File: config.mk
export PLATFORM = sky130hd
export DESIGN_NAME = dpa_arb
export DESIGN_NICKNAME = d
export VERILOG_FILES = /design/src/rtl/dpa_pkg.sv /design/src/rtl/dpa_req_track.sv /design/src/rtl/dpa_match.sv /design/src/rtl/dpa_owner.sv /design/src/rtl/dpa_arb.sv
export SDC_FILE = /design/constraint.sdc
export NUM_CORES = 1
export LEC_CHECK = 0
export BUFFER_PORTS_ARGS = -buffer_cell sky130_fd_sc_hd__buf_2
export CAP_MARGIN = 40
export CORE_MARGIN = 2
export CORE_UTILIZATION = 47
export DETAILED_ROUTE_END_ITERATION = 8
export MAX_ROUTING_LAYER = met4
export PLACE_DENSITY = 0.78
export RECOVER_POWER = 50
export SLEW_MARGIN = 15
export SYNTH_ARGS = -nofsm -noshare
export SYNTH_HDL_FRONTEND = slang
export SYNTH_HIERARCHICAL = 1
export SYNTH_SLANG_ARGS = --single-unit
File: constraint.sdc
create_clock -name clk -period 1.99 [get_ports clk]
set_input_delay 0 -clock clk [delete_from_list [all_inputs] [get_ports clk]]
set_output_delay 0 -clock clk [all_outputs]
set_load 0.005 [all_outputs]
File: src/rtl/dpa_pkg.sv
package dpa_pkg;

    localparam int NUM_PORTS = 2;
    localparam int PORT_L    = 0;
    localparam int PORT_R    = 1;

    typedef enum logic [1:0] {
        SIDE_NONE  = 2'b00,
        SIDE_LEFT  = 2'b01,
        SIDE_RIGHT = 2'b10
    } side_e;

    // Winner of a freshly starting collision: a settled port beats a new one,
    // otherwise the left port takes the tie.
    function automatic side_e pick_fresh(input logic l_settled, input logic r_settled);
        if (r_settled && !l_settled) return SIDE_RIGHT;
        return SIDE_LEFT;
    endfunction

    // Side that must be blocked given the current owner.
    function automatic logic is_blocked(input side_e owner, input int port);
        if (port == PORT_L) return owner == SIDE_RIGHT;
        return owner == SIDE_LEFT;
    endfunction

endpackage

File: src/rtl/dpa_req_track.sv
module dpa_req_track #(
    parameter int ADDR_W = 10
) (
    input  logic              clk,
    input  logic              rst,
    input  logic              en,
    input  logic [ADDR_W-1:0] addr,
    output logic              settled
);
    logic              en_q;
    logic [ADDR_W-1:0] addr_q;

    always_ff @(posedge clk) begin
        if (rst) begin
            en_q   <= 1'b0;
            addr_q <= '0;
        end else begin
            en_q   <= en;
            addr_q <= addr;
        end
    end

    assign settled = en && en_q && (addr == addr_q);
endmodule

File: src/rtl/dpa_match.sv
module dpa_match #(
    parameter int ADDR_W = 10
) (
    input  logic              l_en,
    input  logic [ADDR_W-1:0] l_addr,
    input  logic              r_en,
    input  logic [ADDR_W-1:0] r_addr,
    output logic              hit
);
    assign hit = l_en && r_en && (l_addr == r_addr);
endmodule

File: src/rtl/dpa_owner.sv
module dpa_owner
    import dpa_pkg::*;
(
    input  logic                 clk,
    input  logic                 rst,
    input  logic                 hit,
    input  logic [NUM_PORTS-1:0] settled,
    output side_e                owner
);
    side_e held_q;

    always_comb begin
        if (!hit)
            owner = SIDE_NONE;
        else if (held_q != SIDE_NONE)
            owner = held_q;
        else
            owner = pick_fresh(settled[PORT_L], settled[PORT_R]);
    end

    always_ff @(posedge clk) begin
        if (rst) held_q <= SIDE_NONE;
        else     held_q <= owner;
    end
endmodule

File: src/rtl/dpa_arb.sv
module dpa_arb
    import dpa_pkg::*;
#(
    parameter int ADDR_W = 10
) (
    input  logic              clk,
    input  logic              rst,
    input  logic              l_en,
    input  logic              l_we,
    input  logic [ADDR_W-1:0] l_addr,
    input  logic              r_en,
    input  logic              r_we,
    input  logic [ADDR_W-1:0] r_addr,
    output logic              l_busy_n,
    output logic              r_busy_n,
    output logic              l_wr_ok,
    output logic              r_wr_ok
);
    logic [NUM_PORTS-1:0]             en_v;
    logic [NUM_PORTS-1:0]             we_v;
    logic [NUM_PORTS-1:0][ADDR_W-1:0] addr_v;
    logic [NUM_PORTS-1:0]             settled_v;
    logic [NUM_PORTS-1:0]             blocked_v;
    logic [NUM_PORTS-1:0]             gate_v;
    logic                             hit;
    side_e                            owner;

    assign en_v[PORT_L]   = l_en;
    assign en_v[PORT_R]   = r_en;
    assign we_v[PORT_L]   = l_we;
    assign we_v[PORT_R]   = r_we;
    assign addr_v[PORT_L] = l_addr;
    assign addr_v[PORT_R] = r_addr;

    dpa_match #(.ADDR_W(ADDR_W)) u_match (
        .l_en   (l_en),
        .l_addr (l_addr),
        .r_en   (r_en),
        .r_addr (r_addr),
        .hit    (hit)
    );

    dpa_owner u_owner (
        .clk     (clk),
        .rst     (rst),
        .hit     (hit),
        .settled (settled_v),
        .owner   (owner)
    );

    for (genvar p = 0; p < NUM_PORTS; p++) begin : g_port
        dpa_req_track #(.ADDR_W(ADDR_W)) u_track (
            .clk     (clk),
            .rst     (rst),
            .en      (en_v[p]),
            .addr    (addr_v[p]),
            .settled (settled_v[p])
        );
        assign blocked_v[p] = !rst && is_blocked(owner, p);
        assign gate_v[p]    = en_v[p] && we_v[p] && !blocked_v[p];
    end

    assign l_busy_n = !blocked_v[PORT_L];
    assign r_busy_n = !blocked_v[PORT_R];
    assign l_wr_ok  = gate_v[PORT_L];
    assign r_wr_ok  = gate_v[PORT_R];
endmodule

## After elaboration in Yosys (flattened, before gate mapping)

Cells that the tools add are included.

- Equality and inequality tests: 5
- Muxes and demuxes: 7
- Reduce and logical (&&, ||, !) cells: 18

Operator list:

| cell | number |
|---|---|
| 10-bit equality test | 3 |
| 1-bit logical AND | 13 |
| 2-bit 2-to-1 mux | 4 |
| 1-bit zero test | 4 |
| 1-bit 2-to-1 mux | 3 |
| 2-bit by 1-bit equality test with 1-bit output, second input constant | 1 |
| 2-bit equality test, second input constant | 1 |
| 2-bit nonzero test | 1 |

- Flip-flop bits (word level): 24
- Bits of input ports: 26
- Output and inout port bits: 4
- Word-level logic and storage cells: 35

## Logic depth before layout (Yosys ltp)

Gate-level depths: netlist of the first run.

- Depth in word-level cells: 14
- Gate-level depth with buffers: 8
- Gate-level depth less buffers: 8

## Hierarchy

Netlist of the first run, hierarchy kept.

By module, submodules not included:

| module | times used | cells an instance | area each (sq um) | sequential area each (sq um) |
|---|---|---|---|---|
| dpa_req_track | 2 | 38 | 412.9 | 220.2 |
| dpa_match | 1 | 15 | 120.1 | 0.0 |
| dpa_owner | 1 | 11 | 92.6 | 40.0 |
| dpa_arb | 1 | 4 | 30.0 | 0.0 |

## Worst setup path before layout of the first run

OpenSTA, ideal clock, no wires.

- Path kind: reg-to-output
- Start point: register g_port[1].u_track.addr_q[8]
- End point: output l_wr_ok
- Data arrival time: 1.692 ns
- Required time: 1.990 ns
- Path slack: 0.298 ns
- Stages on the path, launching flop included: 8
- Buffers on the path: 0
- Path through: dfxtp_1 xnor2_1 nand3_1 nor4_2 a21oi_1 o21a_1 or3b_1 and3_1

- Word-level cells in the longest chain between the ends: 13

Ends and longest elaborated chain:

| item | RTL line | RTL |
|---|---|---|
| start, declared | dpa_req_track.sv:11 | `logic [ADDR_W-1:0] addr_q;` |
| start signal, assigned | dpa_req_track.sv:19 | `addr_q <= addr;` |
| 10-bit equality test | dpa_req_track.sv:23 | `assign settled = en && en_q && (addr == addr_q);` |
| 1-bit logical AND | dpa_req_track.sv:23 |  |
| net settled_v[1] | dpa_arb.sv:22 | `logic [NUM_PORTS-1:0] settled_v;` |
| 1-bit logical AND | dpa_pkg.sv:16 | `if (r_settled && !l_settled) return SIDE_RIGHT;` |
| 1-bit 2-to-1 mux | dpa_pkg.sv:16 |  |
| 1-bit 2-to-1 mux | dpa_owner.sv:15 | `else if (held_q != SIDE_NONE)` |
| 1-bit 2-to-1 mux | dpa_owner.sv:13 | `if (!hit)` |
| 2-bit 2-to-1 mux | dpa_pkg.sv:17 | `return SIDE_LEFT;` |
| 2-bit 2-to-1 mux | dpa_owner.sv:15 |  |
| 2-bit 2-to-1 mux | dpa_owner.sv:13 |  |
| net owner[0] | dpa_arb.sv:26 | `side_e owner;` |
| 2-bit equality test | dpa_pkg.sv:22 | `if (port == PORT_L) return owner == SIDE_RIGHT;` |
| 1-bit logical AND | dpa_arb.sv:59 | `assign blocked_v[p] = !rst && is_blocked(owner, p);` |
| 1-bit zero test | -- |  |
| net l_busy_n | dpa_arb.sv:14 | `output logic l_busy_n,` |
| 1-bit logical AND | dpa_arb.sv:60 | `assign gate_v[p] = en_v[p] && we_v[p] && !blocked_v[p];` |
| end, declared | dpa_arb.sv:16 | `output logic l_wr_ok,` |

The timed path passes the listed nets, and every way through them passes these cells. The select of a mux whose other input is x is not followed.

## Worst setup path after layout of the first run

- Start point: register g_port[0].u_track.addr_q[6]
- End point: output r_wr_ok

- Word-level cells in the longest chain between the ends: 14

Ends and longest elaborated chain:

| item | RTL line | RTL |
|---|---|---|
| start, declared | dpa_req_track.sv:11 |  |
| start signal, assigned | dpa_req_track.sv:19 |  |
| 10-bit equality test | dpa_req_track.sv:23 |  |
| 1-bit logical AND | dpa_req_track.sv:23 |  |
| net settled_v[0] | dpa_arb.sv:22 |  |
| 1-bit zero test | dpa_pkg.sv:16 |  |
| 1-bit logical AND | dpa_pkg.sv:16 |  |
| 1-bit 2-to-1 mux | dpa_pkg.sv:16 |  |
| 1-bit 2-to-1 mux | dpa_owner.sv:15 |  |
| 1-bit 2-to-1 mux | dpa_owner.sv:13 |  |
| 2-bit 2-to-1 mux | dpa_pkg.sv:17 |  |
| 2-bit 2-to-1 mux | dpa_owner.sv:15 |  |
| 2-bit 2-to-1 mux | dpa_owner.sv:13 |  |
| net owner[0] | dpa_arb.sv:26 |  |
| 2-bit by 1-bit equality test with 1-bit output | dpa_pkg.sv:23 | `return owner == SIDE_LEFT;` |
| 1-bit logical AND | dpa_arb.sv:59 |  |
| 1-bit zero test | dpa_arb.sv:60 |  |
| 1-bit logical AND | dpa_arb.sv:60 |  |
| end, declared | dpa_arb.sv:17 | `output logic r_wr_ok` |

The timed path passes the listed nets, and every way through them passes these cells. The select of a mux whose other input is x is not followed.

==> results.yml, run 1 <==
run_status:
  outcome: "complete, but fails checks"
  violations: "negative setup slack"
yosys:
  syn_inst: 106
  avgSynthCellArea_um2: 10.1
  synth_top_area_share_pct: 45.0
  synth.cell_area_mm2: 0.00107
  synth_nets: 132
  synth_area_leaders: "dfxtp_1, xnor2_1, nor2b_1"
  synth.yosys.seq_area_share_pct: 45.0
  yosysWarnings: 6
  async_reset_ff_share_pct: 0
  ys_ff_latch: 24
  synth.distinct_cells: 20
  synth-edff-count: 0
  yosysTopAreaCell: "dfxtp_1"
  ys.flop_type: "dfxtp_1"
pwr:
  total_power_uw: 973
  vdd_drop_max_mv: 0.585
  p_leak_uw: 0.000609
  power.density_cell_area_mw_per_mm2: 605
route:
  dr_total_vias: 939
  drt_iter0_markers: 3
  vias_per_cell: 4.97
  drt-wirelength-per-cell_um: 14.2
  drt_first_pass_iters: 4
  routed_wl_um: 2680
  drc: 0
  ant_nets: 0
job:
  drv_cap: 0
worst_setup_path:
  critPathMaxFanout: 2
  path_class: "reg -> out"
  regToRegStartpoint: "g_port[0].u_track/addr_q[6]"
  cp.required_ns: 1.99
  critPathCaptureType: "primary output"
  start_kind: "flop"
  startpoint: "g_port[0].u_track/addr_q[6]"
  crit_arrival_ns: 2.28
clocking:
  ctsHtreeMaxLevel: 1
  clk_pin_slew_ns: 0.13
  insertion_delay_ns: 0.32
  clockBufferDepth: 2
  cts_made_buffers: 3
  root_buffer: "clkbuf_4"
  cts_tree: "yes"
  clock_sinks: 24
global_route:
  antenna_found_initial: 0
  grt_pass1_vias: 991
  grt_pass1_wl_um: 4140
  grt_max_degree: 26
  grt-ovfl-total: 0
  grt_usage_pct: 22.0
layout:
  drive_gt1_share_pct: 31.7
  stdcell_area_mm2: 0.00161
  num_antenna_cells: 0
  post-route-util_pct: 73.4
  area_growth_pct: 50.5
  nets: 188
  fillCellCount: 148
placed_design:
  dp_hpwl_um: 1480
  place_ws_ns: 0.0718
  place.gp.congestion: 0.805
  portBuffers: 29
  placedInstanceArea_mm2: 0.00124
timing:
  setup_viol: 4
  setup_ws_ns: -0.294
  slew_headroom_pct: 71.7
  fin_crit_ns: 2.28
  skew_ns: 0.00578
  final_hold_viol_count: 0
  finalCritPeriodShare_pct: 115
  rsz0062_at_grt: "true"
  worst_pin_slew_ns: 0.425
  timing.fmax_ghz: 0.438
  final-max-slew-violation-count: 0
floorplanning:
  rows: 17
  die-area_mm2: 0.00267
  placeableCoreArea_mm2: 0.00219
  die_w_um: 51.7
  fp.dieH_um: 51.7
  ios: 30
  initial_core_util_pct: 48.8
hold_path:
  min_path_type: "in -> reg"
  worstHoldStart: "rst"
==> final cells by class <==
type | count | area, um^2 | share of cell area [%]
Multi-Input combinational cell | 78 | 669 | 41.6
Sequential cell | 24 | 493 | 30.7
Timing Repair Buffer | 53 | 367 | 22.8
Clock buffer | 4 | 36.3 | 2.26
Tap cell | 28 | 35.0 | 2.18
Inverter | 2 | 7.51 | 0.467
==> critical path: stages, from the launching register on <==
cell	delay [ns]
dfxtp_2	0.35
xnor2_2	0.17
nand3_2	0.13
nor4_2	0.29
inv_1	0.11
a21oi_2	0.16
o21a_1	0.14
or3b_1	0.36
and3_1	0.15
buf_2	0.12
==> repair_timing <==
item	CTS	global route
resized for setup	11	13
hold endpoints to repair	22	0
hold buffers	22	0
endpoints found under the setup margin	4	4
pin swaps	16	13
setup buffers	1	1
gates cloned	0	0
==> registers in the layout (all words and copies together), names as in the netlist <==
register / flops
u_owner/held_q: 2
g_port.u_track/en_q: 2
g_port.u_track/addr_q: 20
==> Yosys cell counts, drive strengths merged (2+ instances only) <==
cell type / count
and3: 2
clkbuf: 2
xnor2: 27
nand4: 3
nor2b: 23
xor2: 3
inv: 2
dfxtp: 24
nand3: 5
or3b: 2
nand2: 3
nor4: 2
==> cell usage in the layout, fill, tap and decap left out, types with 9 or more instances in the layout <==
master / count
nor2b_1: 23
dlygate4sd3_1: 22
xnor2_1: 18
buf_2: 18
dfxtp_1: 14
clkbuf_1: 11
dfxtp_2: 10
xnor2_2: 9
==> stage by stage <==
step | instances | setup TNS (ns) | hold WS [ns]
floorplan | 106 | 0 | 0.0716
global placement | 161 | 0 | 0.258
detailed placement | 161 | 0 | 0.267
CTS | 188 | -0.762 | 0.0880
global route | 189 | -1.28 | 0.108
finish | 189 | -0.788 | 0.0855
==> metal layers <==
| layer | vias up | routed length, um | GRT usage, % |
|---|---|---|---|
| li1 | 457 | - | - |
| met1 | 437 | 1060 | 22.9 |
| met2 | 34 | 1390 | 35.3 |
| met3 | 11 | 130 | 6.61 |
| met4 | 0 | 108 | 16.2 |
| met5 | - | 0 | - |
==> final timing paths <==
path                            slack [ns]  cells past startpoint                     endpoint
worst max register to register        0.48                      7            u_owner/held_q[1]
worst max-delay path                 -0.29                      9                      r_wr_ok
worst min-delay path                  0.09                      2  g_port[0].u_track/addr_q[9]
worst min register to register        0.59                      1            u_owner/held_q[0]
==> kinds of logic (layout without fill, tap and decap cells) <==
kind of cell,count (synthesis),in the layout,synth area share [%]
compound gates,4,4,2.69
flops,24,24,45.0
simple gates,44,44,26.3
xor+xnor,30,30,24.6
buf+inv,4,59,1.41
==> report_power, final <==
group | internal (uW) | switching [uW] | leakage, uW | total [uW]
clock | 112 | 146 | 0.0000210 | 258
sequential | 506 | 13.0 | 0.000202 | 519
combinational | 111 | 84.6 | 0.000386 | 195
total | 729 | 244 | 0.000609 | 973
Power figures use the tool's default switching activity.
==> run 2: changes to the inputs <==
- clock period: 1.99 -> 2.68 ns (I/O delays scaled with it)
==> results.yml, run 2 (same netlist as run 1, synthesis figures left out) <==
floorplanning:
  die_w_um: 51.7
  fp.dieH_um: 51.7
  ios: 30
  placeableCoreArea_mm2: 0.00219
  die-area_mm2: 0.00267
  initial_core_util_pct: 48.8
  rows: 17
timing:
  timing.fmax_ghz: 0.404
  slew_headroom_pct: 71.7
  final_hold_viol_count: 0
  setup_ws_ns: 0.205
  skew_ns: 0.00233
  whs_ns: 0.107
  finalCritPeriodShare_pct: 92.3
  fin_crit_ns: 2.47
  worst_pin_slew_ns: 0.424
  tns_ns: 0
  rsz0062_at_grt: "false"
  setup_viol: 0
  final-max-slew-violation-count: 0
placed_design:
  dp_hpwl_um: 1450
  placedInstanceArea_mm2: 0.00124
  portBuffers: 29
  place_ws_ns: 0.765
  place.gp.congestion: 0.805
clocking:
  clk_pin_slew_ns: 0.13
  ctsHtreeMaxLevel: 1
  ctsHoldBuffers: 22
  root_buffer: "clkbuf_4"
  cts-resized-gates: 0
  insertion_delay_ns: 0.30
  cts_made_buffers: 3
  clockBufferDepth: 2
  clock_sinks: 24
  cts_tree: "yes"
  post-cts-setup-buffers: 0
layout:
  regMostFlops: "g_port.u_track/addr_q"
  area_growth_pct: 38.5
  drive_gt1_share_pct: 14.5
  layout_common_cells: "xnor2_1, dfxtp_1, nor2b_1"
  largest_reg_flops: 20
  nets: 186
  post-route-util_pct: 67.6
  layout_commonest_cell: "xnor2_1"
  reg.largest.list: "g_port.u_track/addr_q: 20 flops, g_port.u_track/en_q: 2 flops, u_owner/held_q: 2 flops"
  stdcell_area_mm2: 0.00148
  num_antenna_cells: 0
worst_setup_path:
  r2r_cells: 5
  r2r-end: "u_owner/held_q[0]"
  path_class: "in -> out"
  start_kind: "input port"
  cp.required_ns: 2.68
  regToRegStartpoint: "g_port[1].u_track/addr_q[8]"
  crit_arrival_ns: 2.47
  cp-endpoint: "l_wr_ok"
  reg2reg_slack_ns: 1.28
  critPathMaxFanout: 3
  startpoint: "r_addr[0]"
  critPathCaptureType: "primary output"
pwr:
  p_leak_uw: 0.000531
  p_int_uw: 530
  seqPwrFrac_pct: 55.1
  switchingPower_uw: 163
  combPwrFrac_pct: 18.0
  pwr-share-clk_pct: 26.9
  vdd_drop_max_mv: 0.354
  switching_share_pct: 23.5
  power.density_cell_area_mw_per_mm2: 468
route:
  drt-wirelength-per-cell_um: 11.9
  drt_first_pass_iters: 4
  ant_nets: 0
  drt_iter0_markers: 10
  dr_total_vias: 877
  routed_wl_um: 2230
  vias_per_cell: 4.69
  drc: 0
global_route:
  grt_max_degree: 26
  grt_usage_pct: 21.1
  antenna_found_initial: 0
  grt-ovfl-total: 0
  grt_pass1_vias: 986
  grt_pass1_wl_um: 4050
run_status:
  outcome: "finished clean"
hold_path:
  min_path_type: "in -> reg"
job:
  drv_cap: 0
run 2: per-layer routing:
metal  routed length, um  global-route usage, %
met4                  17                   6.58
met3                  70                   3.45
met2                1160                   38.5
met5                   0                      -
met1                 978                   23.4
run 2: how the worst min path moves through the flow:
| stage | start | depth (start not counted) | slack (ns) | end |
|---|---|---|---|---|
| 2_1_floorplan | rst | 1 | 0.07 | g_port[0].u_track/addr_q[9] |
| 3_3_place_gp | r_en | 2 | 0.26 | g_port[1].u_track/en_q |
| 3_5_place_dp | r_en | 2 | 0.27 | g_port[1].u_track/en_q |
| 4_1_cts | rst | 2 | 0.09 | g_port[1].u_track/addr_q[7] |
| 5_1_grt | rst | 2 | 0.12 | g_port[0].u_track/addr_q[9] |
| 6_report | rst | 2 | 0.11 | g_port[0].u_track/addr_q[9] |
run 2: per-stage QoR:
step                cells  power [uW]
finish                187         692
global placement      161         489
global route          187         732
CTS                   187         706
floorplan             106         449
detailed placement    161         491
run 2: power by group through the flow:
| stage | Sequential [uW] | Clock, uW | Combinational, uW |
|---|---|---|---|
| 6_report | 381 | 186 | 125 |
| 3_5_place_dp | 390 | 0 | 102 |
| 5_1_grt | 384 | 209 | 139 |
| 2_1_floorplan | 388 | 0 | 60.9 |
| 4_1_cts | 382 | 197 | 127 |
| 3_3_place_gp | 389 | 0 | 100 |
run 2: final cells by class:
type,count,area [um^2]
Inverter,2,7.51
Tap cell,28,35.0
Timing Repair Buffer,51,348
Multi-Input combinational cell,78,573
Fill cell,188,711
Sequential cell,24,480
Clock buffer,4,36.3
run 2: critical path, stage by stage:
cell and delay (ns):
dlygate4sd3_1 0.54, buf_2 0.14, xor2_1 0.16, or4_1 0.54, nor3_2 0.24, nor2b_1 0.19, or3b_1 0.37, and3_1 0.18
buf_2 0.12
